`src/rtl/cps_pkg.sv`:
```
package cps_pkg;
   localparam int unsigned N_SW   = 9;
   localparam int unsigned N_CMP  = 3;
   localparam int unsigned MODE_W = $clog2(N_CMP + 1);

   typedef enum logic [1:0] {
      MODE_1_1 = 2'd0,
      MODE_2_3 = 2'd1,
      MODE_1_2 = 2'd2,
      MODE_1_3 = 2'd3
   } cp_mode_e;

   typedef enum logic [2:0] {
      ST_IDLE = 3'd0,
      ST_BYP  = 3'd1,
      ST_PH1  = 3'd2,
      ST_GAP1 = 3'd3,
      ST_PH2  = 3'd4,
      ST_GAP2 = 3'd5
   } seq_st_e;

   typedef struct packed {
      logic [N_SW-1:0] ph1;
      logic [N_SW-1:0] ph2;
   } sw_pair_t;

   // switch k sits at bit k-1
   localparam logic [N_SW-1:0] BYPASS_SET = 9'b100000111;

   function automatic sw_pair_t ratio_sets(input cp_mode_e m);
      sw_pair_t s;
      unique case (m)
         MODE_1_3: begin s.ph1 = 9'b001001001; s.ph2 = 9'b110100010; end
         MODE_1_2: begin s.ph1 = 9'b000010001; s.ph2 = 9'b000100010; end
         MODE_2_3: begin s.ph1 = 9'b001010101; s.ph2 = 9'b010001010; end
         default:  begin s.ph1 = '0;           s.ph2 = '0;           end
      endcase
      return s;
   endfunction
endpackage

```
`src/rtl/cps_cmp_sync.sv`:
```
module cps_cmp_sync
   import cps_pkg::*;
#(
   parameter int unsigned SYNC_STAGES = 2
) (
   input  logic             clk,
   input  logic             srst,
   input  logic [N_CMP-1:0] cmp_i,
   output cp_mode_e         req_mode_o,
   output logic             seen_o
);
   logic [N_CMP-1:0]  cmp_s;
   logic              fill_s;
   logic [MODE_W-1:0] n_hi;
   logic              thermo_ok;
   cp_mode_e          req_q;
   logic              seen_q;

   generate
      if (SYNC_STAGES == 0) begin : g_nosync
         assign cmp_s  = cmp_i;
         assign fill_s = 1'b1;
      end else begin : g_sync
         logic [N_CMP-1:0]       stg_q [SYNC_STAGES];
         logic [SYNC_STAGES-1:0] fill_q;
         always_ff @(posedge clk) begin
            if (srst) begin
               fill_q <= '0;
               for (int i = 0; i < SYNC_STAGES; i++) stg_q[i] <= '0;
            end else begin
               stg_q[0]  <= cmp_i;
               fill_q[0] <= 1'b1;
               for (int i = 1; i < SYNC_STAGES; i++) begin
                  stg_q[i]  <= stg_q[i-1];
                  fill_q[i] <= fill_q[i-1];
               end
            end
         end
         assign cmp_s  = stg_q[SYNC_STAGES-1];
         assign fill_s = fill_q[SYNC_STAGES-1];
      end
   endgenerate

   always_comb begin
      n_hi      = '0;
      thermo_ok = 1'b1;
      for (int i = 0; i < N_CMP; i++) begin
         n_hi = n_hi + MODE_W'(cmp_s[i]);
      end
      for (int i = 1; i < N_CMP; i++) begin
         if (cmp_s[i] && !cmp_s[i-1]) thermo_ok = 1'b0;
      end
   end

   always_ff @(posedge clk) begin
      if (srst) begin
         req_q  <= MODE_1_1;
         seen_q <= 1'b0;
      end else if (fill_s && thermo_ok) begin
         req_q  <= cp_mode_e'(n_hi);
         seen_q <= 1'b1;
      end
   end

   assign req_mode_o = req_q;
   assign seen_o     = seen_q;
endmodule

```
`src/rtl/cps_phase_seq.sv`:
```
module cps_phase_seq
   import cps_pkg::*;
#(
   parameter int unsigned PHASE_CLKS = 121,
   parameter int unsigned DEAD_CLKS  = 4
) (
   input  logic     clk,
   input  logic     srst,
   input  cp_mode_e req_mode_i,
   input  logic     seen_i,
   output seq_st_e  st_o,
   output cp_mode_e act_mode_o
);
   localparam int unsigned MAX_LD = (PHASE_CLKS > DEAD_CLKS) ? PHASE_CLKS : DEAD_CLKS;
   localparam int unsigned CNT_W  = (MAX_LD > 1) ? $clog2(MAX_LD) : 1;
   localparam logic [CNT_W-1:0] PHASE_LD = CNT_W'(PHASE_CLKS - 1);
   localparam logic [CNT_W-1:0] DEAD_LD  = CNT_W'(DEAD_CLKS - 1);

   seq_st_e          st_q,   st_d;
   logic [CNT_W-1:0] cnt_q,  cnt_d;
   cp_mode_e         mode_q, mode_d;
   logic             cnt_end;

   assign cnt_end = (cnt_q == '0);

   always_comb begin
      st_d   = st_q;
      cnt_d  = cnt_q;
      mode_d = mode_q;
      unique case (st_q)
         ST_IDLE: begin
            if (seen_i) begin
               st_d  = ST_GAP2;
               cnt_d = DEAD_LD;
            end
         end
         ST_BYP: begin
            if (req_mode_i != MODE_1_1) begin
               st_d  = ST_GAP2;
               cnt_d = DEAD_LD;
            end
         end
         ST_PH1: begin
            if (cnt_end) begin
               st_d  = ST_GAP1;
               cnt_d = DEAD_LD;
            end else cnt_d = cnt_q - 1'b1;
         end
         ST_GAP1: begin
            if (cnt_end) begin
               st_d  = ST_PH2;
               cnt_d = PHASE_LD;
            end else cnt_d = cnt_q - 1'b1;
         end
         ST_PH2: begin
            if (cnt_end) begin
               st_d  = ST_GAP2;
               cnt_d = DEAD_LD;
            end else cnt_d = cnt_q - 1'b1;
         end
         ST_GAP2: begin
            if (cnt_end) begin
               mode_d = req_mode_i;
               st_d   = (req_mode_i == MODE_1_1) ? ST_BYP : ST_PH1;
               cnt_d  = PHASE_LD;
            end else cnt_d = cnt_q - 1'b1;
         end
         default: begin
            st_d  = ST_IDLE;
            cnt_d = '0;
         end
      endcase
   end

   always_ff @(posedge clk) begin
      if (srst) begin
         st_q   <= ST_IDLE;
         cnt_q  <= '0;
         mode_q <= MODE_1_1;
      end else begin
         st_q   <= st_d;
         cnt_q  <= cnt_d;
         mode_q <= mode_d;
      end
   end

   assign st_o       = st_q;
   assign act_mode_o = mode_q;
endmodule

```
`src/rtl/cps_switch_map.sv`:
```
module cps_switch_map
   import cps_pkg::*;
#(
   parameter bit REG_OUT = 1'b1
) (
   input  logic            clk,
   input  logic            srst,
   input  seq_st_e         st_i,
   input  cp_mode_e        mode_i,
   output logic [N_SW-1:0] on_o
);
   sw_pair_t        sets;
   logic [N_SW-1:0] on_c;

   always_comb begin
      sets = ratio_sets(mode_i);
      unique case (st_i)
         ST_PH1:  on_c = sets.ph1;
         ST_PH2:  on_c = sets.ph2;
         ST_BYP:  on_c = BYPASS_SET;
         default: on_c = '0;
      endcase
   end

   generate
      if (REG_OUT) begin : g_reg
         logic [N_SW-1:0] on_q;
         always_ff @(posedge clk) begin
            if (srst) on_q <= '0;
            else      on_q <= on_c;
         end
         assign on_o = on_q;
      end else begin : g_comb
         logic unused_clk;
         assign unused_clk = clk ^ srst;
         assign on_o = on_c;
      end
   endgenerate
endmodule

```
`src/rtl/cps_gate_drv.sv`:
```
module cps_gate_drv
   import cps_pkg::*;
#(
   parameter logic [N_SW-1:0] PMOS_MASK = 9'b000000101,
   parameter logic [N_SW-1:0] NMOS_MASK = 9'b010101000
) (
   input  logic [N_SW-1:0] on_i,
   output logic [N_SW-1:0] gate_p_o,
   output logic [N_SW-1:0] gate_n_o
);
   generate
      for (genvar i = 0; i < N_SW; i++) begin : g_sw
         if (PMOS_MASK[i]) begin : g_pmos
            assign gate_p_o[i] = ~on_i[i];
            assign gate_n_o[i] = 1'b0;
         end else if (NMOS_MASK[i]) begin : g_nmos
            assign gate_p_o[i] = 1'b1;
            assign gate_n_o[i] = on_i[i];
         end else begin : g_cmos
            assign gate_p_o[i] = ~on_i[i];
            assign gate_n_o[i] = on_i[i];
         end
      end
   endgenerate
endmodule

```
`src/rtl/cp_switch_seq.sv`:
```
module cp_switch_seq
   import cps_pkg::*;
#(
   parameter int unsigned     SYNC_STAGES = 2,
   parameter int unsigned     PHASE_CLKS  = 121,
   parameter int unsigned     DEAD_CLKS   = 4,
   parameter bit              REG_OUT     = 1'b1,
   parameter logic [8:0]      PMOS_MASK   = 9'b000000101,
   parameter logic [8:0]      NMOS_MASK   = 9'b010101000
) (
   input  logic       clk,
   input  logic       srst,
   input  logic [2:0] cmp_i,
   output logic [8:0] gate_p_o,
   output logic [8:0] gate_n_o,
   output logic [1:0] mode_o
);
   generate
      if (PHASE_CLKS < 1) begin : g_bad_phase
         $error("PHASE_CLKS must be at least 1");
      end
      if (DEAD_CLKS < 1) begin : g_bad_dead
         $error("DEAD_CLKS must be at least 1");
      end
      if ((PMOS_MASK & NMOS_MASK) != '0) begin : g_bad_mask
         $error("a switch cannot be both PMOS-only and NMOS-only");
      end
      if (MODE_W != 2) begin : g_bad_cmp
         $error("comparator count must give a two-bit mode");
      end
   endgenerate

   cp_mode_e        req_mode;
   logic            seen;
   seq_st_e         st;
   cp_mode_e        act_mode;
   logic [N_SW-1:0] sw_on;

   cps_cmp_sync #(.SYNC_STAGES(SYNC_STAGES)) i_sync (
      .clk        (clk),
      .srst       (srst),
      .cmp_i      (cmp_i),
      .req_mode_o (req_mode),
      .seen_o     (seen)
   );

   cps_phase_seq #(.PHASE_CLKS(PHASE_CLKS), .DEAD_CLKS(DEAD_CLKS)) i_seq (
      .clk        (clk),
      .srst       (srst),
      .req_mode_i (req_mode),
      .seen_i     (seen),
      .st_o       (st),
      .act_mode_o (act_mode)
   );

   cps_switch_map #(.REG_OUT(REG_OUT)) i_map (
      .clk    (clk),
      .srst   (srst),
      .st_i   (st),
      .mode_i (act_mode),
      .on_o   (sw_on)
   );

   cps_gate_drv #(.PMOS_MASK(PMOS_MASK), .NMOS_MASK(NMOS_MASK)) i_drv (
      .on_i     (sw_on),
      .gate_p_o (gate_p_o),
      .gate_n_o (gate_n_o)
   );

   assign mode_o = act_mode;
endmodule

```
`config.mk`:
```
export PLATFORM = sky130hd
export DESIGN_NAME = cp_switch_seq
export DESIGN_NICKNAME = d
export VERILOG_FILES = /design/src/rtl/cps_pkg.sv /design/src/rtl/cps_cmp_sync.sv /design/src/rtl/cps_phase_seq.sv /design/src/rtl/cps_switch_map.sv /design/src/rtl/cps_gate_drv.sv /design/src/rtl/cp_switch_seq.sv
export SDC_FILE = /design/constraint.sdc
export NUM_CORES = 1
export LEC_CHECK = 0
export ABC_AREA = 0
export BUFFER_PORTS_ARGS = -buffer_cell sky130_fd_sc_hd__buf_2
export CORE_ASPECT_RATIO = 1.75
export CORE_MARGIN = 5
export CORE_UTILIZATION = 30
export DETAILED_ROUTE_END_ITERATION = 8
export PLACE_DENSITY = 0.56
export SLEW_MARGIN = 30
export SYNTH_ARGS = -nofsm -noshare
export SYNTH_HDL_FRONTEND = slang
export SYNTH_SLANG_ARGS = --single-unit
```
`constraint.sdc`:
```
create_clock -name clk -period 2.06 [get_ports clk]
set_input_delay 0.309 -clock clk [delete_from_list [all_inputs] [get_ports clk]]
set_output_delay 0.309 -clock clk [all_outputs]
set_load 0.01 [all_outputs]
```
; After elaboration in Yosys (flattened, before gate mapping)
; Memories as Yosys holds them, arrays and structs flattened.
; Cells that the tools add are included.
; Widths: inputs -> output; s select.
[totals]
reg_bits = 26
output_inout_bits = 20
wordCells = 71
ram_bits = 6
mem_count = 1
in_bits = 5
[memory_table]
columns = memory, words, word_bits, read_ports, rd_clocked_by_memory_dff, wr, line
row1 = i_sync.g_sync.stg_q, 2, 3, 2, 0, 2, cps_cmp_sync.sv:24  ; logic [N_CMP-1:0] stg_q [SYNC_STAGES];
[op_classes]
n_mux = 23
addsub = 3
bitwise = 8
n_reduce_logical = 14
eq_ne = 14
[ops]
columns = operator, count
row1 = $pmux 16 s3, 1
row2 = $mux 7, 4
row3 = $pmux 7 s4, 1
row4 = $pmux 9 s3, 1
row5 = $mux 3, 8
row6 = $pmux 3 s6, 1
row7 = $ne 2x2->1 const B, 4
row8 = $logic_not 7->1, 1
row9 = $sub 7x1->7 const B, 1
row10 = $eq 3x2->1 const B, 2
row11 = $eq 3x3->1 const B, 2
row12 = $mux 1, 6
row13 = $not 1->1, 6
row14 = $reduce_and 6->1, 1
row15 = $eq 2x2->1 const B, 2
row16 = $ne 2x1->1 const B, 2
row17 = $reduce_and 2->1, 2
row18 = $reduce_or 2->1, 2
row19 = $eq 3x1->1 const B, 1
row20 = $logic_and 1x1->1, 3
row21 = $logic_not 3->1, 1
row22 = $add 1x1->2, 1
row23 = $add 2x1->2, 1
row24 = $eq 2x1->1 const B, 1
row25 = other kinds (5), 7

; Logic depth before layout (Yosys ltp)
; An unclocked memory read counts as a cell.
[logic_depth]
ltp_word = 6
depth_mapped = 7

; Hierarchy
; From an unflattened synthesis, not the netlist that was laid out.
[hier_totals]
hier_cells = 191
area_unflattened_um2 = 1681.6
[modules_own_cells]
columns = mod, area_per_inst_um2, cells_per_inst, instances
row1 = cps_phase_seq, 804.5, 103, 1
row2 = cps_switch_map, 395.4, 38, 1
row3 = cps_cmp_sync, 361.6, 30, 1
row4 = cps_gate_drv, 120.1, 20, 1

; Worst setup path after synthesis
; OpenSTA, ideal clock, no wires.
[synth_path]
kind = register to register
start = reg i_seq.cnt_q[0]
end = reg i_seq.cnt_q[1]
slack_ns = 0.498
required_time_ns = 1.943
setup_ns = 0.117
path_stages_with_launch = 8
synth_period_minus_slack_ns = 1.562
n_path_buf = 1
t_arrival_ns = 1.445
path_cell_list = dfxtp_1 inv_1 ha_1 nor4b_2 buf_2 a21boi_0 o21ai_0 a22o_1
[synth_via]
elab_chain_cells = 3
elab_cells_between_ends = 5
cone_classes = add/sub (1) / mux (3) / reduce/logical (1)
[synth_lines]
columns = element, line
row1 = from (decl), cps_phase_seq.sv:20  ; logic [CNT_W-1:0] cnt_q, cnt_d;
row2 = from (signal assigned), cps_phase_seq.sv:82  ; cnt_q <= cnt_d;
row3 = $sub 7x1->7 or $logic_not 7->1 (tied branches), n/a
row4 = $mux 7 (on tied branches), n/a
row5 = $pmux 7 s4 (*), cps_phase_seq.sv:30  ; unique case (st_q)
; Every way passes the cells marked *; elsewhere a longest branch is shown, timed or not.
; A chain may end at the register's enable or synchronous reset.

; Final worst setup path
[layout_path]
start = reg i_seq.cnt_q[0]
end = reg i_seq.st_q[2], in the netlist i_seq.st_o[2]
[layout_via]
elab_chain_cells = 3
elab_cells_between_ends = 6
cone_classes = eq/ne (4) / reduce/logical (2)
[layout_lines]
columns = element, line
row1 = $logic_not 7->1 (*), cps_phase_seq.sv:24  ; assign cnt_end = (cnt_q == '0);
row2 = $ne 2x2->1 (no line) or $ne 2x1->1 (tied branches), n/a
row3 = $reduce_and 6->1 (no line) (*), n/a
row4 = to (signal assigned), cps_phase_seq.sv:81  ; st_q <= st_d;
row5 = to (decl), cps_phase_seq.sv:19  ; seq_st_e st_q, st_d;
; Marks and branches as above.

==> impl_metrics.yaml <==
clocking:
  clk_pin_slew_ns: 0.07
  cts_sinks: 32
  cts_buffers: 5
  cts_buffer_depth: 2
  htree_levels: 2
  cts_tree: "yes"
  hold_buffers: 0
  cts_setup_buffers: 0
  clock_latency_ns: 0.28
  ctsResizeCount: 0
  cts_root_buf: "clkbuf_8"
sta:
  period_share_pct: 88.2
  relSlewSlack_pct: 66.7
  final.setup.tns_ns: 0
  rsz0062_at_grt: "false"
  fin_crit_ns: 1.82
  hold_violations: 0
  skew_ns: 0.00650
  setup_slack_ns: 0.243
  hold_ws_ns: 0.233
  worstMarginPinSlew_ns: 0.494
  setup_viol: 0
  drv_slew: 0
  max_freq_ghz: 0.550
grt:
  overflow: 0
  grt_pass1_vias: 1241
  grt_use_total_pct: 11.0
  grt_max_degree: 14
  antenna_found_initial: 0
  grt_pass1_wl_mm: 5.86
setup_path:
  r2r_slack_ns: 0.24
  cp_max_fo: 5
  max_stage_delay_ns: 0.35
  rr_endpoint: "i_seq.st_o[2]"
  required_ns: 2.27
  cp_num_buf_inv: 1
  start_kind: "register"
  critPathCaptureType: "register"
  worst-setup-path-type: "register to register"
  crit_slowest_cell: "dfxtp_1"
  critPathLaunch: "i_seq.cnt_q[0]"
  reg2regPathDepth: 6
  path_cells: "inv_1 > ha_1 > nor4b_2 > and3_1 > mux2_2 > nor3_1"
  r2r_start: "i_seq.cnt_q[0]"
  worstPathArrival_ns: 2.03
  crit_family: "simple AND/OR/NAND/NOR gates"
yosys:
  yosysMostFrequentCell: "dfxtp_1"
  avgSynthCellArea_sq_um: 8.68
  synth_top_area_share_pct: 39.3
  synth-edff-count: 0
  netlist_instances: 188
  synth_flop_cell: "dfxtp_1"
  ys_seq_elements: 32
  synth_area_leaders: "dfxtp_1 39%, buf_4 5.5%, ha_1 5.4%, a21oi_1 4.6%, nor2b_1 4.6%"
  yosysTopAreaCell: "dfxtp_1"
  synth_area_sq_um: 1630
  yosys-top-cells-count: "32 x dfxtp_1, 18 x nor2_1, 15 x a21oi_1"
  synthArstFlopShare_pct: 0
  yosysWarnings: 0
  ys_types: 50
  synth-seq-area-share_pct: 39.3
floorplan:
  start_util_pct: 30.8
  core_area_sq_um: 5300
  rows: 35
  die_area_sq_um: 7070
  die_w_um: 65.7
  die_y_um: 108
  num_io_pins: 25
job:
  cap_violations: 0
min_path:
  hp-start: "cmp_i[2]"
  min_path_cells: 2
  hold_end: "i_sync.g_sync.stg_q[0][2]"
  hold_class: "input port to register"
pwr:
  p_per_area_nw_per_um2: 1330
  peakVddDrop_mv: 0.686
  leakagePower_nw: 0.789
place:
  port_buffers: 19
  globalplace.congestion: 0.833
  dpl-instance-area_sq_um: 1760
  hpwl_mm: 2.77
  place_ws_ns: 0.256
cells_and_area:
  num_antenna_cells: 0
  drive_gt1_share_pct: 21.0
  final_area_sq_um: 1870
  synthToLayoutAreaGrowth_pct: 14.9
  nNetsFinal: 217
status:
  outcome: "finished clean"
detailed_routing:
  dr.pass1.iters: 4
  viasPerCell: 4.73
  vias: 1321
  drt_wl_total_mm: 3.60
  drtIter0Drc: 55
  antenna_left: 0
  drc: 0
  post_drt_wl_per_cell_um: 12.9
## cell usage in the layout, fill, tap and decap left out, drive strengths merged, types with 2 or more instances in the layout
cell type	count
a211oi	3
a21o	2
ha	7
nor3	7
conb	5
o31ai	2
nor2b	12
o21ai	4
mux2i	4
o211ai	3
nor2	18
inv	14
dfxtp	32
nand2	6
a21oi	17
xnor2	2
and2	2
buf	27
nand3	4
or3	2
clkbuf	5
a31oi	2
## state kept, by name, summed over array words and instances, names as in the netlist
| name | cells |
|---|---|
| i_seq.st_o | 3 |
| i_map.on_o | 9 |
| i_sync.g_sync.fill_q | 2 |
| i_sync.seen_o | 1 |
| i_sync.req_mode_o | 2 |
| i_seq.act_mode_o | 2 |
| i_seq.cnt_q | 7 |
| i_sync.g_sync.stg_q | 6 |
## where the power goes
part / switching, mW / internal (mW) / total (mW)
Clock: 0.232 / 0.358 / 0.589
Combinational: 0.611 / 0.438 / 1.05
Sequential: 0.128 / 0.719 / 0.847
Total: 0.970 / 1.52 / 2.49
## through the flow
step | cells | utilization (%) | power, mW
floorplan | 191 | - | 1.63
global placement | 271 | 33.3 | 1.91
detailed placement | 271 | 33.3 | 1.91
CTS | 279 | 35.4 | 2.50
global route | 279 | 35.4 | 2.67
finish | 279 | 35.4 | 2.49
## worst max path at each step
stage / endpoint / slack, ns / depth (start not counted)
after floorplan: i_seq.cnt_q[1] / 0.50 / 7
after global placement: i_seq.st_o[2] / 0.32 / 6
after detailed placement: i_seq.st_o[2] / 0.26 / 6
after CTS: i_seq.st_o[2] / 0.24 / 6
after global routing: i_seq.st_o[2] / 0.03 / 6
final: i_seq.st_o[2] / 0.24 / 6
## layer usage
metal	vias up	wire length (um)	GRT usage (%)
li1	654	-	-
met1	612	1310	10.6
met2	47	1970	20.7
met3	8	199	2.51
met4	0	116	6.38
met5	-	0	0
## cells by family (layout without fill, tap and decap cells)
family | count (synthesis) | in the layout | share of synthesized area [%]
buffers and inverters | 35 | 49 | 11.0
AND/OR/NAND/NOR | 61 | 61 | 20.3
adder cells (fa/ha/maj) | 8 | 8 | 6.59
AO/OA/AOI/OAI | 43 | 43 | 18.1
multiplexers | 5 | 5 | 3.14
other | 2 | 5 | 0.460
flip-flops | 32 | 32 | 39.3
XOR/XNOR | 2 | 2 | 1.07
## area by class of cell
cell class                 instances  area (sq um)
fill                             559          3420
multi-input combinational        124           822
sequential                        32           641
timing repair buffer              27           155
tap                               74          92.6
clock buffer                       5          68.8
inverter                          14          52.6
clock inverter                     3          42.5
No activity file was read; power rests on OpenSTA's default activity.
